==> src/rtl/tcap_pkg.sv <==
package tcap_pkg;

    localparam int BUS_W  = 16;
    localparam int ADDR_W = 2;

    typedef enum logic [1:0] {
        SRC_PIN   = 2'd0,
        SRC_LOGIC = 2'd1,
        SRC_SOFT  = 2'd2,
        SRC_NONE  = 2'd3
    } src_sel_e;

    typedef enum logic [ADDR_W-1:0] {
        REG_CTRL   = 2'd0,
        REG_STROBE = 2'd1,
        REG_COUNT  = 2'd2,
        REG_IMAGE  = 2'd3
    } reg_addr_e;

    // Field layout: [4] clear, [3] falling, [2:1] src, [0] run
    typedef struct packed {
        logic     clear;
        logic     falling;
        src_sel_e src;
        logic     run;
    } ctrl_t;

    function automatic ctrl_t unpack_ctrl(input logic [BUS_W-1:0] w);
        return ctrl_t'(w[4:0]);
    endfunction

    function automatic logic [BUS_W-1:0] widen(input logic [BUS_W-1:0] v);
        return v;
    endfunction

endpackage

==> src/rtl/tcap_evt_sync.sv <==
module tcap_evt_sync #(
    parameter int STAGES = 2
) (
    input  logic clk,
    input  logic rst,
    input  logic async_in,
    input  logic falling,
    output logic edge_pulse
);
    logic [STAGES-1:0] sync_q;
    logic              prev_q;
    logic              settled;

    assign settled = sync_q[STAGES-1];

    always_ff @(posedge clk) begin
        if (rst) begin
            sync_q <= '0;
            prev_q <= 1'b0;
        end else begin
            sync_q <= {sync_q[STAGES-2:0], async_in};
            prev_q <= settled;
        end
    end

    always_comb begin
        if (falling) edge_pulse = prev_q & ~settled;
        else         edge_pulse = settled & ~prev_q;
    end
endmodule

==> src/rtl/tcap_counter.sv <==
module tcap_counter #(
    parameter int CNT_W = 16
) (
    input  logic             clk,
    input  logic             rst,
    input  logic             clear,
    input  logic             run,
    output logic [CNT_W-1:0] count
);
    always_ff @(posedge clk) begin
        if (rst || clear) count <= '0;
        else if (run)     count <= count + 1'b1;
    end
endmodule

==> src/rtl/tcap_snapshot.sv <==
module tcap_snapshot #(
    parameter int CNT_W = 16
) (
    input  logic             clk,
    input  logic             rst,
    input  logic             clear,
    input  logic             capture,
    input  logic [CNT_W-1:0] count,
    input  logic             frz_req,
    output logic             frz_ack,
    output logic [CNT_W-1:0] image
);
    logic             pend_q;
    logic [CNT_W-1:0] shadow_q;

    always_ff @(posedge clk) begin
        if (rst) frz_ack <= 1'b0;
        else     frz_ack <= frz_req;
    end

    always_ff @(posedge clk) begin
        if (rst || clear) begin
            image    <= '0;
            pend_q   <= 1'b0;
            shadow_q <= '0;
        end else if (frz_ack) begin
            if (capture) begin
                pend_q   <= 1'b1;
                shadow_q <= count;
            end
        end else begin
            pend_q <= 1'b0;
            if (capture)     image <= count;
            else if (pend_q) image <= shadow_q;
        end
    end
endmodule

==> src/rtl/tcap_unit.sv <==
module tcap_unit
    import tcap_pkg::*;
#(
    parameter int CNT_W       = 16,
    parameter int SYNC_STAGES = 2
) (
    input  logic                 clk,
    input  logic                 rst,
    input  logic                 bus_we,
    input  logic [ADDR_W-1:0]    bus_addr,
    input  logic [BUS_W-1:0]     bus_wdata,
    output logic [BUS_W-1:0]     bus_rdata,
    input  logic                 evt_pin,
    input  logic                 evt_logic,
    input  logic                 frz_req,
    output logic                 frz_ack,
    output logic [CNT_W-1:0]     img_val
);
    localparam int N_HW_SRC = 2;

    ctrl_t            ctrl_q;
    ctrl_t            ctrl_wr;
    logic             wr_ctrl;
    logic             wr_strobe;
    logic             clear_now;
    logic             soft_evt;
    logic             capture;
    logic [CNT_W-1:0] count_q;
    logic [CNT_W-1:0] image_q;
    logic [N_HW_SRC-1:0] hw_in;
    logic [N_HW_SRC-1:0] hw_edge;

    assign ctrl_wr   = unpack_ctrl(bus_wdata);
    assign wr_ctrl   = bus_we && (reg_addr_e'(bus_addr) == REG_CTRL);
    assign wr_strobe = bus_we && (reg_addr_e'(bus_addr) == REG_STROBE);
    assign clear_now = wr_ctrl && ctrl_wr.clear;
    assign soft_evt  = wr_strobe && bus_wdata[0];

    always_ff @(posedge clk) begin
        if (rst) begin
            ctrl_q <= '0;
        end else if (wr_ctrl) begin
            ctrl_q       <= ctrl_wr;
            ctrl_q.clear <= 1'b0;
        end
    end

    assign hw_in = {evt_logic, evt_pin};

    for (genvar g = 0; g < N_HW_SRC; g++) begin : g_src
        tcap_evt_sync #(.STAGES(SYNC_STAGES)) u_sync (
            .clk       (clk),
            .rst       (rst),
            .async_in  (hw_in[g]),
            .falling   (ctrl_q.falling),
            .edge_pulse(hw_edge[g])
        );
    end

    always_comb begin
        unique case (ctrl_q.src)
            SRC_PIN:   capture = hw_edge[0];
            SRC_LOGIC: capture = hw_edge[1];
            SRC_SOFT:  capture = soft_evt;
            default:   capture = 1'b0;
        endcase
    end

    tcap_counter #(.CNT_W(CNT_W)) u_cnt (
        .clk  (clk),
        .rst  (rst),
        .clear(clear_now),
        .run  (ctrl_q.run),
        .count(count_q)
    );

    tcap_snapshot #(.CNT_W(CNT_W)) u_snap (
        .clk    (clk),
        .rst    (rst),
        .clear  (clear_now),
        .capture(capture),
        .count  (count_q),
        .frz_req(frz_req),
        .frz_ack(frz_ack),
        .image  (image_q)
    );

    assign img_val = image_q;

    always_comb begin
        bus_rdata = '0;
        unique case (reg_addr_e'(bus_addr))
            REG_CTRL:   bus_rdata = widen(BUS_W'(ctrl_q));
            REG_STROBE: bus_rdata = '0;
            REG_COUNT:  bus_rdata = widen(BUS_W'(count_q));
            REG_IMAGE:  bus_rdata = widen(BUS_W'(image_q));
            default:    bus_rdata = '0;
        endcase
    end
endmodule

==> config.mk <==
export PLATFORM = sky130hd
export DESIGN_NAME = tcap_unit
export DESIGN_NICKNAME = d
export VERILOG_FILES = /design/src/rtl/tcap_pkg.sv /design/src/rtl/tcap_evt_sync.sv /design/src/rtl/tcap_counter.sv /design/src/rtl/tcap_snapshot.sv /design/src/rtl/tcap_unit.sv
export SDC_FILE = /design/constraint.sdc
export NUM_CORES = 1
export LEC_CHECK = 0
export CAP_MARGIN = 10
export CORE_MARGIN = 3
export CORE_UTILIZATION = 45
export DETAILED_ROUTE_END_ITERATION = 7
export DONT_BUFFER_PORTS = 1
export REMOVE_ABC_BUFFERS = 1
export SYNTH_ARGS = -nofsm -noshare
export SYNTH_HDL_FRONTEND = slang
export SYNTH_SLANG_ARGS = --single-unit
==> constraint.sdc <==
create_clock -name clk -period 2.4 [get_ports clk]
set_clock_uncertainty 0.2 [all_clocks]
set_input_delay 0 -clock clk [delete_from_list [all_inputs] [get_ports clk]]
set_output_delay 0 -clock clk [all_outputs]
set_load 0.01 [all_outputs]
==> results.md <==
* Ratio of total power to cell area at 673 nW/um^2
* Seq cells post-synth at 60
* Predominant post-synthesis flop cell: dfxtp_1
* Num CTS Buffers at 9
* GRT Total Usage at 0.198
* Final Hold Viols at 0
* Unique masters post-synth at 40
* DR pass1 iterations at 4
* Sink Count at 60
* Crit-path slowest cell: or2_1
* Wire per inst at 16.9 um
* H-Tree Level Count at 3
* Port bufs at 0
* Layout cells sized above 1 at 0.119
* Sequential Power Share at 0.465
* 1st-iter DRT viols at 128
* Lkg Pwr at 0.00127 uW
* Period utilisation layout at 0.901
* Die W at 87.5 um
* F_max at 0.462 GHz
* Hold Path Class: input port to output port
* Final Net Count at 374
* Largest net degree at the start of global routing at 21
* Clock share of power at 0.435
* Core Region at 6390 um^2
* Clock Latency Late Sink at 330 ps
* Minimum hold slack at 10.4 ps
* Switching share of power at 0.240
* Antenna violations before repair at 1
* Worst r2r dst: u_snap.image[0]
* Syn avg cell area at 8.78 um^2
* Ys async rst share at 0
* Vias in the first global route at 2270
* Synthesized area at 2990 um^2
* CP endpoint kind: flop
* Worst Max-Slew Pin Slew at 986 ps
* Post-placement cell count at 401
* Crit path launch type: flop
* Overall via count from detail_route at 2501
* VDD IR max at 0.325 mV
* Row count at 29
* Status: completed
* Min Tclk post-route at 2160 ps
* Final setup fails at 0
* Critical path peak fanout at 16
* # DRC at 0
* I/O pin count at 57
* Logic gate share of total power at 0.100
* RSZ-0062 raised after global routing: false
* Area delta synth->final at 14.5%
* Sw power at 553 uW
* Area after DPL at 3060 um^2
* Post-CTS resize count at 0
* Hold Path Origin: bus_addr[0]
* Placer Congestion at 0.769
* Seq/Total Area, Yosys at 0.402
* Max_cap viols at 0
* Arrival time of the worst setup path at 2180 ps
* Final Cell Area at 3420 um^2
* Worst Hold Path EP: bus_rdata[8]
* Worst r2r path cells at 5
* Gr ovfl total at 0
* Vias per cell at 5.80
* Reg2reg start: ctrl_q[3]
* CTS tree: yes
* Req. time, crit path at 2420 ps
* CP startpoint: ctrl_q[3]
* Slowest stage delay, CP at 460 ps
* Post-CTS Setup Inserts at 0
* Post-Syn Instances at 340
* CP Cell Sequence: or3b_1 > a21oi_2 > o21ai_1 > or2_1 > o221a_2
* Finished Layout Cells at 431
* Post-synth EDFFs at 0
* Die Height at 87.5 um
* Hpwl dp at 4.56 mm
* CTS root buffer: clkbuf_8
* Pint at 1750 uW
* Die Area at 7650 um^2
* # diodes at 0
* Reg2Reg Setup Slack at 240 ps
* Antenna-violating nets left at 0
* Clk pin slew, worst setup/hold paths at 70 ps
* Synth Warn # at 0
* Global-route wire length before repair at 11.6 mm
* Clk buf depth at 2
* Tot Pwr at 2300 uW
* Crit path kind: flop to flop
* Worst rel slew slack at 0.343
* Starting Density at 0.467
* Fin. max-slew vios at 0
* Hold path cells at 2
* Total Routed Length at 7.28 mm
## cells in the mapped netlist, types with 2 or more instances
cell      instances  area (um^2)
a21oi_1          18         90.1
a22o_1            4         35.0
and3_1            4         25.0
buf_1             2         7.51
buf_2             7         35.0
buf_4             2         15.0
clkbuf_1         15         56.3
dfxtp_1          60         1200
mux2_2            4         45.0
mux2i_1          17          170
nand2_1          22         82.6
nand2b_1         18          113
nand3_1          22          110
nand4_1           3         18.8
nor2_1           42          158
nor2b_1          19          119
o21ai_0          16         80.1
o221a_1          10          113
o221a_2           6         67.6
o311ai_0         16          140
xnor2_1           4         35.0
xor2_1           11         96.3
## routing by layer
metal	vias to the layer above	global-route usage	part of all wire
met1	1191	0.242	0.46
met5	-	0	0
li1	1233	-	-
met3	9	0.0568	0.051
met4	0	0.0697	0.013
met2	68	0.331	0.48
## registers in the layout, summed over array words and instances (netlist names)
name,flops
g_src.u_sync.sync_q,4
u_snap.frz_ack,1
u_snap.image,16
u_cnt.count,16
g_src.u_sync.prev_q,2
u_snap.shadow_q,16
u_snap.pend_q,1
ctrl_q,4
## cells by family (layout without fill, tap and decap cells)
group | after synthesis | count (layout) | synth area share
and+or+nand+nor | 139 | 139 | 0.234
AOI/OAI and AO/OA | 75 | 75 | 0.195
DFF | 60 | 60 | 0.402
buffers and inverters | 29 | 43 | 0.0482
muxes | 21 | 21 | 0.0721
xor gates and xnor gates | 15 | 15 | 0.0440
adders and majority gates | 1 | 1 | 0.00419
## through the flow
stage	setup slack [ps]	util	setup TNS, ps
after detailed placement	240	0.479	0
after global placement	255	0.479	0
final	237	0.535	0
after global routing	17.1	0.535	0
after floorplan	-440	-	-6980
after CTS	216	0.535	0
## worst max-delay path, delay by kind of cell, from the launching register on
kind	cells	cell delay (ps)
AOI/OAI and AO/OA	3	640
DFF	1	350
and+or+nand+nor	2	860
## power by group through the flow
stage,combinational (uW),sequential (uW),clock [uW]
2_1_floorplan,138,1080,0
3_3_place_gp,196,1090,0
3_5_place_dp,201,1090,0
4_1_cts,227,1070,1030
5_1_grt,248,1080,1080
6_report,229,1070,1000
## how the worst max path moves through the flow
| stage | slack, ps | end |
|---|---|---|
| floorplan | -440 | u_snap.image[0] |
| global placement | 250 | u_snap.image[15] |
| detailed placement | 240 | u_snap.image[1] |
| CTS | 220 | u_snap.image[0] |
| global route | 20 | u_snap.image[10] |
| finish | 240 | u_snap.image[0] |
## cell usage in the layout, fill, tap and decap left out, types with 2 or more instances in the layout
cell type      count
dlygate4sd3_1     14
bufinv_16          2
nand2_1           22
mux2i_1           17
o311ai_0          16
a22o_1             4
and3_1             4
o21ai_0           16
dfxtp_1           60
o221a_1           10
clkbuf_8          10
a21oi_2            2
buf_12             2
a21oi_1           17
nor2b_1           19
nand2b_1          18
nand4_1            3
xor2_1            11
o221a_2            6
clkbuf_1           2
xnor2_1            4
buf_4             10
nand3_1           22
nor2_1            42
mux2_2             4
## timing repair
action                                  CTS  global route
endpoints found under the setup margin    0             0
hold endpoints to repair                 64             0
hold buffers                             14             0
## area by class of cell
type / instances / area [um^2]
fill: 595 / 2970
multi-input combinational: 251 / 1640
sequential: 60 / 1200
timing repair buffer: 26 / 255
clock buffer: 12 / 145
tap: 77 / 96.3
clock inverter: 4 / 72.6
inverter: 1 / 3.75
No activity file was read; power rests on OpenSTA's default activity.
